--- config.mk ---
export PLATFORM = sky130hd
export DESIGN_NAME = bcd_rtc
export DESIGN_NICKNAME = d
export VERILOG_FILES = /design/src/rtl/bcd_rtc_pkg.sv /design/src/rtl/bcd_rtc_prescaler.sv /design/src/rtl/bcd_rtc_hold.sv /design/src/rtl/bcd_rtc_calendar.sv /design/src/rtl/bcd_rtc.sv
export SDC_FILE = /design/constraint.sdc
export NUM_CORES = 1
export LEC_CHECK = 0
export BUFFER_PORTS_ARGS = -buffer_cell sky130_fd_sc_hd__buf_2
export CORE_UTILIZATION = 45
export DETAILED_ROUTE_END_ITERATION = 10
export GPL_ROUTABILITY_DRIVEN = 1
export PLACE_DENSITY = 0.6
export SLEW_MARGIN = 20
export SYNTH_ARGS = -nofsm -noshare
export SYNTH_HDL_FRONTEND = slang
export SYNTH_SLANG_ARGS = --single-unit
--- constraint.sdc ---
create_clock -name clk_i -period 3 [get_ports clk_i]
set_input_delay 0.15 -clock clk_i [delete_from_list [all_inputs] [get_ports clk_i]]
set_output_delay 0.15 -clock clk_i [all_outputs]
set_load 0.02 [all_outputs]
--- src/rtl/bcd_rtc_pkg.sv ---
package bcd_rtc_pkg;
  localparam int unsigned N_FIELDS = 7;
  typedef logic [7:0] bcd_t;

  localparam int unsigned FLD_SEC = 0;
  localparam int unsigned FLD_MIN = 1;
  localparam int unsigned FLD_HR  = 2;
  localparam int unsigned FLD_WD  = 3;
  localparam int unsigned FLD_DAY = 4;
  localparam int unsigned FLD_MON = 5;
  localparam int unsigned FLD_YR  = 6;

  localparam logic [7:0] OFS_CTL0     = 8'h00;
  localparam logic [7:0] OFS_CTL1     = 8'h04;
  localparam logic [7:0] OFS_CTL2     = 8'h08;
  localparam logic [7:0] OFS_SET_BASE = 8'h14;
  localparam logic [7:0] OFS_NOW_BASE = 8'h4c;

  function automatic bcd_t reset_val(int unsigned idx);
    return (idx == FLD_DAY || idx == FLD_MON) ? 8'h01 : 8'h00;
  endfunction

  function automatic bcd_t bcd_inc(bcd_t v);
    if (v[3:0] >= 4'd9) return {v[7:4] + 4'd1, 4'd0};
    return {v[7:4], v[3:0] + 4'd1};
  endfunction

  // divisible by 4 in BCD: even tens -> units 0/4/8, odd tens -> units 2/6
  function automatic logic leap_yr(bcd_t y);
    if (y[4]) return (y[3:0] == 4'd2) || (y[3:0] == 4'd6);
    return (y[3:0] == 4'd0) || (y[3:0] == 4'd4) || (y[3:0] == 4'd8);
  endfunction

  function automatic bcd_t month_last(bcd_t m, bcd_t y);
    if (m == 8'h02) return leap_yr(y) ? 8'h29 : 8'h28;
    if (m == 8'h04 || m == 8'h06 || m == 8'h09 || m == 8'h11) return 8'h30;
    return 8'h31;
  endfunction
endpackage

--- src/rtl/bcd_rtc_prescaler.sv ---
module bcd_rtc_prescaler #(
  parameter int unsigned TICKS_PER_SEC = 32768
) (
  input  logic clk_i,
  input  logic rst_ni,
  input  logic tick_i,
  input  logic run_i,
  input  logic clr_i,
  output logic step_o
);
  localparam int unsigned CW = (TICKS_PER_SEC > 2) ? $clog2(TICKS_PER_SEC) : 1;
  localparam logic [CW-1:0] LAST = CW'(TICKS_PER_SEC - 1);

  logic [CW-1:0] cnt_q;

  assign step_o = run_i && tick_i && (cnt_q == LAST);

  always_ff @(posedge clk_i or negedge rst_ni) begin
    if (!rst_ni)                 cnt_q <= '0;
    else if (clr_i || step_o)    cnt_q <= '0;
    else if (run_i && tick_i)    cnt_q <= cnt_q + CW'(1);
  end

  p_step_gated_r8: assert property (@(posedge clk_i) disable iff (!rst_ni)
    step_o |-> (run_i && tick_i));
  p_cnt_frozen_r3: assert property (@(posedge clk_i) disable iff (!rst_ni)
    (!tick_i && !clr_i) |=> $stable(cnt_q));
endmodule

--- src/rtl/bcd_rtc_hold.sv ---
module bcd_rtc_hold #(
  parameter int unsigned STOP_TICKS = 2
) (
  input  logic clk_i,
  input  logic rst_ni,
  input  logic tick_i,
  input  logic ctl_we_i,
  input  logic hold_bit_i,
  output logic hold_o,
  output logic stopped_o,
  output logic load_o
);
  localparam int unsigned CW = $clog2(STOP_TICKS + 1);

  logic [CW-1:0] cnt_q;
  logic          hold_q, stopped_q;

  assign hold_o    = hold_q;
  assign stopped_o = stopped_q;
  assign load_o    = ctl_we_i && !hold_bit_i && stopped_q;

  always_ff @(posedge clk_i or negedge rst_ni) begin
    if (!rst_ni) begin
      hold_q <= 1'b0; stopped_q <= 1'b0; cnt_q <= '0;
    end else if (ctl_we_i && !hold_bit_i) begin
      hold_q <= 1'b0; stopped_q <= 1'b0; cnt_q <= '0;
    end else if (ctl_we_i && !hold_q) begin
      hold_q <= 1'b1; cnt_q <= '0;
    end else if (hold_q && !stopped_q && tick_i) begin
      if (cnt_q == CW'(STOP_TICKS - 1)) stopped_q <= 1'b1;
      else                              cnt_q <= cnt_q + CW'(1);
    end
  end

  p_stop_needs_req_r7: assert property (@(posedge clk_i) disable iff (!rst_ni)
    stopped_q |-> hold_q);
  p_stop_on_tick_r7: assert property (@(posedge clk_i) disable iff (!rst_ni)
    $rose(stopped_q) |-> $past(tick_i));
  p_release_clears_r10: assert property (@(posedge clk_i) disable iff (!rst_ni)
    (ctl_we_i && !hold_bit_i) |=> (!hold_q && !stopped_q));
endmodule

--- src/rtl/bcd_rtc_calendar.sv ---
module bcd_rtc_calendar
  import bcd_rtc_pkg::*;
(
  input  logic                    clk_i,
  input  logic                    rst_ni,
  input  logic                    step_i,
  input  logic                    load_i,
  input  logic [N_FIELDS-1:0][7:0] load_val_i,
  output logic [N_FIELDS-1:0][7:0] time_o
);
  logic [N_FIELDS-1:0][7:0] t_q, t_nxt;
  logic c_sec, c_min, c_hr, c_day, c_mon;

  always_comb begin
    t_nxt = t_q;
    c_sec = t_q[FLD_SEC] == 8'h59;
    c_min = c_sec && (t_q[FLD_MIN] == 8'h59);
    c_hr  = c_min && (t_q[FLD_HR] == 8'h23);
    c_day = c_hr && (t_q[FLD_DAY] == month_last(t_q[FLD_MON], t_q[FLD_YR]));
    c_mon = c_day && (t_q[FLD_MON] == 8'h12);
    t_nxt[FLD_SEC] = c_sec ? 8'h00 : bcd_inc(t_q[FLD_SEC]);
    if (c_sec) t_nxt[FLD_MIN] = c_min ? 8'h00 : bcd_inc(t_q[FLD_MIN]);
    if (c_min) t_nxt[FLD_HR]  = c_hr  ? 8'h00 : bcd_inc(t_q[FLD_HR]);
    if (c_hr) begin
      t_nxt[FLD_WD]  = (t_q[FLD_WD] == 8'h06) ? 8'h00 : bcd_inc(t_q[FLD_WD]);
      t_nxt[FLD_DAY] = c_day ? 8'h01 : bcd_inc(t_q[FLD_DAY]);
    end
    if (c_day) t_nxt[FLD_MON] = c_mon ? 8'h01 : bcd_inc(t_q[FLD_MON]);
    if (c_mon) t_nxt[FLD_YR]  = (t_q[FLD_YR] == 8'h99) ? 8'h00 : bcd_inc(t_q[FLD_YR]);
  end

  always_ff @(posedge clk_i or negedge rst_ni) begin
    if (!rst_ni) begin
      for (int unsigned i = 0; i < N_FIELDS; i++) t_q[i] <= reset_val(i);
    end else if (load_i) t_q <= load_val_i;
    else if (step_i)     t_q <= t_nxt;
  end

  assign time_o = t_q;

  p_frozen_r8: assert property (@(posedge clk_i) disable iff (!rst_ni)
    (!step_i && !load_i) |=> $stable(t_q));
  p_sec_wrap_r4: assert property (@(posedge clk_i) disable iff (!rst_ni)
    (step_i && !load_i && t_q[FLD_SEC] == 8'h59) |=> (t_q[FLD_SEC] == 8'h00));
  p_year_wrap_r5: assert property (@(posedge clk_i) disable iff (!rst_ni)
    (step_i && !load_i && c_mon && t_q[FLD_YR] == 8'h99)
      |=> (t_q[FLD_YR] == 8'h00 && t_q[FLD_MON] == 8'h01 && t_q[FLD_DAY] == 8'h01));
endmodule

--- src/rtl/bcd_rtc.sv ---
module bcd_rtc
  import bcd_rtc_pkg::*;
#(
  parameter int unsigned TICKS_PER_SEC = 32768,
  parameter int unsigned STOP_TICKS    = 2
) (
  input  logic        clk_i,
  input  logic        rst_ni,
  input  logic        tick_i,
  input  logic        bus_we_i,
  input  logic [7:0]  bus_addr_i,
  input  logic [31:0] bus_wdata_i,
  output logic [31:0] bus_rdata_o
);
  logic ce_q, h24_q, alm_en_q;
  logic hold, stopped, load, run, step;
  logic [N_FIELDS-1:0][7:0] set_val, now_val;

  assign run = ce_q && !hold && !stopped;

  always_ff @(posedge clk_i or negedge rst_ni) begin
    if (!rst_ni) begin
      ce_q <= 1'b0; h24_q <= 1'b0; alm_en_q <= 1'b0;
    end else if (bus_we_i) begin
      if (bus_addr_i == OFS_CTL0) begin
        ce_q  <= bus_wdata_i[7];
        h24_q <= bus_wdata_i[5];
      end
      if (bus_addr_i == OFS_CTL1) alm_en_q <= bus_wdata_i[4];
    end
  end

  // staging bank, writable only once the counters are stopped
  for (genvar g = 0; g < N_FIELDS; g++) begin : g_set
    localparam logic [7:0] OFS = OFS_SET_BASE + 8'(4 * g);
    bcd_t fld_q;
    always_ff @(posedge clk_i or negedge rst_ni) begin
      if (!rst_ni) fld_q <= reset_val(g);
      else if (bus_we_i && stopped && bus_addr_i == OFS) fld_q <= bus_wdata_i[7:0];
    end
    assign set_val[g] = fld_q;
  end

  bcd_rtc_hold #(.STOP_TICKS(STOP_TICKS)) i_hold (
    .clk_i, .rst_ni, .tick_i,
    .ctl_we_i  (bus_we_i && bus_addr_i == OFS_CTL2),
    .hold_bit_i(bus_wdata_i[0]),
    .hold_o    (hold),
    .stopped_o (stopped),
    .load_o    (load)
  );

  bcd_rtc_prescaler #(.TICKS_PER_SEC(TICKS_PER_SEC)) i_presc (
    .clk_i, .rst_ni, .tick_i,
    .run_i (run),
    .clr_i (load),
    .step_o(step)
  );

  bcd_rtc_calendar i_cal (
    .clk_i, .rst_ni,
    .step_i    (step),
    .load_i    (load),
    .load_val_i(set_val),
    .time_o    (now_val)
  );

  always_comb begin
    bus_rdata_o = '0;
    case (bus_addr_i)
      OFS_CTL0: bus_rdata_o = {24'd0, ce_q, 1'b0, h24_q, 5'd0};
      OFS_CTL1: bus_rdata_o = {27'd0, alm_en_q, 4'd0};
      OFS_CTL2: bus_rdata_o = {30'd0, stopped, hold};
      default: begin
        for (int unsigned i = 0; i < N_FIELDS; i++) begin
          if (bus_addr_i == OFS_SET_BASE + 8'(4 * i)) bus_rdata_o = {24'd0, set_val[i]};
          if (bus_addr_i == OFS_NOW_BASE + 8'(4 * i)) bus_rdata_o = {24'd0, now_val[i]};
        end
      end
    endcase
  end

  p_setbank_guard_r9: assert property (@(posedge clk_i) disable iff (!rst_ni)
    !stopped |=> $stable(set_val));
  p_no_run_in_hold_r8: assert property (@(posedge clk_i) disable iff (!rst_ni)
    (hold || stopped) |-> !step);
endmodule

Word-level counts from Yosys, hierarchy flattened
Index checks and enable logic that the tools add are counted.
{"block": "op_classes", "n_eq_ne": 36, "reduce_logical": 68, "n_addsub": 16, "magnitude_cmp": 7, "n_mux": 81}
{"operator": "32-bit 2-to-1 mux", "n": 13}
{"operator": "8-bit 2-to-1 mux", "n": 30}
{"operator": "56-bit 2-to-1 mux", "n": 2}
{"operator": "32-bit case mux with 3 select lines", "n": 1}
{"operator": "8-bit by 7-bit == test with 1-bit output (second input constant)", "n": 9}
{"operator": "4-bit by 1-bit adder with 4-bit output (second input constant)", "n": 14}
{"operator": "8-bit by 5-bit == test with 1-bit output (second input constant)", "n": 5}
{"operator": "8-bit by 6-bit == test with 1-bit output (second input constant)", "n": 5}
{"operator": "8-bit by 3-bit == test with 1-bit output (second input constant)", "n": 4}
{"operator": "15-bit 2-to-1 mux", "n": 2}
{"operator": "4-bit >= comparator (second input constant)", "n": 7}
{"operator": "1-bit 2-to-1 mux", "n": 28}
{"operator": "3-bit nonzero test", "n": 8}
{"operator": "1-bit logical AND", "n": 22}
{"operator": "3-bit AND reduction", "n": 7}
{"operator": "2-bit nonzero test", "n": 10}
{"operator": "2-bit AND reduction", "n": 9}
{"operator": "8-bit by 4-bit == test with 1-bit output (second input constant)", "n": 2}
{"operator": "16-bit 2-to-1 mux", "n": 1}
{"operator": "15-bit by 1-bit adder with 15-bit output (second input constant)", "n": 1}
{"operator": "15-bit == test (second input constant)", "n": 1}
{"operator": "4-bit by 3-bit == test with 1-bit output (second input constant)", "n": 2}
{"operator": "8-bit by 2-bit == test with 1-bit output (second input constant)", "n": 1}
{"operator": "8-bit == test", "n": 1}
{"operator": "other kinds (12)", "n": 23}
{"block": "totals", "register_bits": 134, "in_bits": 44}

Logic depth before layout (Yosys ltp)
{"block": "logic_depth", "ltp_word": 19, "depth_mapped": 11}

By module
A second synthesis with hierarchy kept.
{"block": "hier_totals", "cells_unflattened": 1000, "area_unflattened_um2": 9391.5}
{"mod": "bcd_rtc", "seq_area_each_um2": 1478.9, "n_inst": 1, "area_each_um2": 4210.3, "cells_each": 415}
{"mod": "bcd_rtc_calendar", "seq_area_each_um2": 1403.8, "n_inst": 1, "area_each_um2": 4200.3, "cells_each": 489}
{"mod": "bcd_rtc_prescaler", "seq_area_each_um2": 375.4, "n_inst": 1, "area_each_um2": 787.0, "cells_each": 79}
{"mod": "bcd_rtc_hold", "seq_area_each_um2": 100.1, "n_inst": 1, "area_each_um2": 193.9, "cells_each": 17}

Worst setup path before layout
No wires, ideal clock.
{"block": "synth_timing", "path_type": "register to register", "startpoint": "register i_cal.t_q (netlist bit i_cal.time_o[40])", "endpoint": "register i_cal.t_q (netlist bit i_cal.time_o[37])", "stages_incl_launch_ff": 10, "n_path_buf": 1, "required_ns": 2.877, "setup_ns": 0.123, "setup_slack_ns": 0.375, "arrival_time_ns": 2.502, "cell_sequence": "dfstp_2 -> ha_1 -> or4bb_1 -> a22oi_1 -> a2bb2oi_1 -> mux2_2 -> buf_2 -> a21oi_1 -> nand2_1 -> o221a_2"}
{"block": "synth_via", "elab_chain_cells": 14, "elab_cells_between_ends": 22, "cone_classes": "eq/ne: 6; mux: 10; reduce/logical: 6"}
{"item": "start: declaration", "line": "bcd_rtc_calendar.sv:11", "source": "logic [N_FIELDS-1:0][7:0] t_q, t_nxt;"}
{"item": "start signal: assignment", "line": "bcd_rtc_calendar.sv:35", "source": "end else if (load_i) t_q <= load_val_i;"}
{"item": "start signal: assignment", "line": "bcd_rtc_calendar.sv:36", "source": "else if (step_i) t_q <= t_nxt;"}
{"item": "8-bit by 3-bit == test with 1-bit output", "line": "bcd_rtc_pkg.sv:36", "source": "if (m == 8'h04 || m == 8'h06 || m == 8'h09 || m == 8'h11) return 8'h30;"}
{"item": "1-bit logical OR (3 in series)", "line": "bcd_rtc_pkg.sv:36"}
{"item": "1-bit 2-to-1 mux (2 in series)", "line": "bcd_rtc_pkg.sv:36"}
{"item": "8-bit 2-to-1 mux", "line": "bcd_rtc_pkg.sv:37", "source": "return 8'h31;"}
{"item": "8-bit 2-to-1 mux (*)", "line": "bcd_rtc_pkg.sv:36"}
{"item": "8-bit == test (*)", "line": "bcd_rtc_calendar.sv:19", "source": "c_day = c_hr && (t_q[FLD_DAY] == month_last(t_q[FLD_MON], t_q[FLD_YR]));"}
{"item": "1-bit logical AND (*)", "line": "bcd_rtc_calendar.sv:19"}
{"item": "8-bit 2-to-1 mux", "line": "bcd_rtc_calendar.sv:26", "source": "t_nxt[FLD_DAY] = c_day ? 8'h01 : bcd_inc(t_q[FLD_DAY]);"}
{"item": "16-bit 2-to-1 mux", "line": "bcd_rtc_calendar.sv:24", "source": "if (c_hr) begin"}
{"item": "56-bit 2-to-1 mux", "line": "bcd_rtc_calendar.sv:36"}
{"item": "56-bit 2-to-1 mux", "line": "bcd_rtc_calendar.sv:35"}
Mark *: on every way between the ends. The rest lies on a longest branch, timed or not. The select of a mux whose other input is x is not followed.
A chain may end at the register's enable or synchronous reset.

Worst setup path in the final report
{"block": "layout_timing", "startpoint": "input bus_addr_i[4]", "endpoint": "output bus_rdata_o[1]"}
{"block": "layout_via", "elab_chain_cells": 16, "elab_cells_between_ends": 32, "cone_classes": "eq/ne: 16; mux: 15; reduce/logical: 1"}
{"item": "start: declaration", "line": "bcd_rtc.sv:11", "source": "input logic [7:0] bus_addr_i,"}
{"item": "8-bit by 5-bit == test with 1-bit output", "line": "bcd_rtc.sv:76", "source": "if (bus_addr_i == OFS_SET_BASE + 8'(4 * i)) bus_rdata_o = {24'd0, set_val[i]};"}
{"item": "8-bit 2-to-1 mux", "line": "bcd_rtc.sv:76"}
{"item": "32-bit 2-to-1 mux", "line": "bcd_rtc.sv:77", "source": "if (bus_addr_i == OFS_NOW_BASE + 8'(4 * i)) bus_rdata_o = {24'd0, now_val[i]};"}
{"item": "32-bit 2-to-1 mux", "line": "bcd_rtc.sv:76"}
{"item": "32-bit 2-to-1 mux", "line": "bcd_rtc.sv:77"}
{"item": "32-bit 2-to-1 mux", "line": "bcd_rtc.sv:76"}
{"item": "32-bit 2-to-1 mux", "line": "bcd_rtc.sv:77"}
{"item": "32-bit 2-to-1 mux", "line": "bcd_rtc.sv:76"}
{"item": "32-bit 2-to-1 mux", "line": "bcd_rtc.sv:77"}
{"item": "32-bit 2-to-1 mux", "line": "bcd_rtc.sv:76"}
{"item": "32-bit 2-to-1 mux", "line": "bcd_rtc.sv:77"}
{"item": "32-bit 2-to-1 mux", "line": "bcd_rtc.sv:76"}
{"item": "32-bit 2-to-1 mux", "line": "bcd_rtc.sv:77"}
{"item": "32-bit 2-to-1 mux", "line": "bcd_rtc.sv:76"}
{"item": "32-bit 2-to-1 mux", "line": "bcd_rtc.sv:77"}
{"item": "32-bit case mux with 3 select lines (*)", "line": "bcd_rtc.sv:70", "source": "case (bus_addr_i)"}
{"item": "end: declaration", "line": "bcd_rtc.sv:13", "source": "output logic [31:0] bus_rdata_o"}
Mark *: on every way between the ends. The rest lies on a longest branch, timed or not.

==> reports/metrics.csv <==
metric,value,unit
status,completed,
min_path_type,in2reg,
fin_worst_skew,0.01213,ns
grt_pass1_vias,7230,
die_x,140.8,µm
final_area,9866,µm²
io-pin-count,76,
synthFlopType,dfrtp_1,
place_area,9254,µm²
wl_per_cell,21.26,µm
path_class,in2out,
rows,50,
relSlewSlack,0.4914,
hold-worst-slack,0.01984,ns
power_density,431.6,nW/µm²
post-dp-hpwl,19480,µm
p_clk_frac,0.493,
rsz0062_at_grt,no,
core_area,18770,µm²
post-cts-setup-buffer-count,0,
dr.pass1.iters,5,
synth_top_area_frac,0.3753,
drv_cap,0,
vias,7672,
synthCells,953,
peakVddDrop,0.3858,mV
yosysWarningCount,0,
p_sw,1.021,mW
nNetsFinal,1093,
die_height,140.8,µm
antenna_found_initial,0,
hold_viol,0,
yosysSeqAreaShare,0.3875,
drt-initial-drc-count,697,
drt-total-wl,26660,µm
setup_viol,0,
numPortBuffers,27,
ys_types,80,
max_slew.worst_pin.slew,0.7629,ns
stdcell_count,1254,
synth_area,8667,µm²
finalPower,4.258,mW
synth.area.top_cells,"dfrtp_1 38%, mux2_2 8.1%, ha_1 6.1%",
grt_max_degree,76,
fin_crit_sh,0.9429,
fp.dieArea,19820,µm²
grt_overflow,0,
clk_path_buf_depth,2,
synth-edff-count,0,
dp_slack,0.1277,ns
p_comb_frac,0.067,
post-route-min-period,2.829,ns
p_seq_frac,0.440,
startpoint_type,input pin,
n_antenna_cell,0,
setup_ws,0.1713,ns
insertion_delay,0.43,ns
fmax,353.5,MHz
crit_fanout,14,
initial_core_util,0.4618,
htree_levels,4,
cts-buffers-inserted,17,
power_leakage,4.446,nW
maxSlewViolCount,0,
intPower,3.237,mW
ys_ff_latch,134,
fin_setup_tns,0,ns
synth_area_leader_cell,dfrtp_1,
synth.avg_cell_area,9.095,µm²
cp.required,2.85,ns
path_clk_slew,0.06,ns
root_buffer,clkbuf_16,
area_delta_synth_final,13.83,%
cts.sinks,134,
layout-drive-gt1-share,0.1912,
drc,0,
gp_congestion,0.9167,
track_usage,0.2791,
fin_util,0.5257,
cts_tree,built,
grt_pass1_wl,42030,µm
ys_async_sr_fraction,1.000,
dp_cells,1221,
final_antenna_net_count,0,
viasPerCell,6.118,
p_sw_frac,0.2398,
cp.arrival,2.68,ns
worst_setup_path_end_kind,output port,
## power by group through the flow
stage	combinational, mW	clock [mW]	sequential [mW]
final	0.286	2.10	1.87
after global routing	0.312	2.20	1.88
after CTS	0.285	2.13	1.87
after detailed placement	0.282	0	1.90
after global placement	0.277	0	1.90
after floorplan	0.171	0	1.90
## metal layers
metal / track usage / up-vias / routed length (µm) / share of wire
li1: - / 3548 / - / -
met1: 0.3830 / 3807 / 12000 / 0.45
met2: 0.4281 / 258 / 12150 / 0.46
met3: 0.05774 / 59 / 1651 / 0.062
met4: 0.1167 / 0 / 858 / 0.032
met5: 0 / - / 0 / 0
## critical path: stages
cell,delay (ns)
buf_2,0.26
or4b_2,0.73
or3_1,0.34
a222oi_1,0.46
o21ai_1,0.22
nor3_1,0.21
o21ai_1,0.12
buf_2,0.17
## flip-flops by register name, indices dropped and copies added, names as in the netlist
name and count:
g_set.fld_q 56, i_cal.time_o 56, i_presc.cnt_q 15, i_hold.cnt_q 2, alm_en_q 1, ce_q 1
h24_q 1, i_hold.hold_o 1, i_hold.stopped_o 1
## Yosys cell counts (all sizes together), types with 3 or more instances
cell type  number
dfrtp         130
o21ai          81
nand2b          9
dfstp           4
nand4b          3
and2            7
a221oi          5
xor2           13
mux2i          11
o221ai          5
a221o           7
nand4           8
o22ai           4
mux2           62
nor4b           5
nor3b           9
clkbuf         30
a41oi           3
nor4            7
a211oi          9
nor3           23
xnor2           3
nor2           91
a22oi          15
o21a            3
inv            33
buf            38
o31ai           4
or4b            6
o211ai          6
a21oi          57
nand3b          3
a22o            6
nor2b           9
and3           14
or4             3
ha             42
a31oi          19
or3             6
nand3          35
and4            3
a21o            4
nand2          86
## worst paths after layout
kind                            slack [ns]           endpoint  cells after the start               from
min in group asynchronous             0.32  g_set[3].fld_q[5]                      2             rst_ni
worst min register to register        0.51    i_cal.time_o[3]                      2  g_set[0].fld_q[3]
worst min-delay path                  0.02   i_hold.stopped_o                      3             tick_i
worst max register to register        0.21   i_cal.time_o[50]                      9    i_cal.time_o[1]
max in group asynchronous             1.90  g_set[0].fld_q[7]                      3             rst_ni
worst max-delay path                  0.17     bus_rdata_o[1]                      8      bus_addr_i[4]
## final cells by class
| type | count | area [µm²] |
|---|---|---|
| fill | 1759 | 8902 |
| timing repair buffer | 80 | 579.3 |
| clock buffer | 24 | 491.7 |
| clock inverter | 8 | 97.59 |
| inverter | 33 | 123.9 |
| multi-input combinational | 741 | 4922 |
| sequential | 134 | 3358 |
| tap | 234 | 292.8 |
## logic make-up after synthesis
logic type / count (synthesis) / synth area share
flip-flops: 134 / 0.3875
XOR/XNOR: 16 / 0.01617
AO/OA/AOI/OAI: 250 / 0.1823
adder cells (fa/ha/maj): 42 / 0.06063
other: 1 / 0.0004327
AND/OR/NAND/NOR: 336 / 0.2024
buffers and inverters: 101 / 0.05731
multiplexers: 73 / 0.09326
## timing repair
action / in CTS / in global routing
gates resized for setup: 0 / 2
setup endpoints to repair: 0 / 4
hold endpoints to repair: 70 / 0
hold buffers: 1 / 0
## placed cells by master, fill, tap and decap left out, types with 19 or more instances in the layout
cell	Yosys	final
buf_2	10	26
dfrtp_1	130	130
conb_1	1	24
ha_1	42	42
nor2_1	91	91
a21oi_1	57	57
nand3_1	34	34
nand2_1	85	85
buf_4	26	49
o21ai_0	78	78
inv_1	33	33
mux2_2	62	62
a31oi_1	19	19
(Power assumes the default switching activity.)
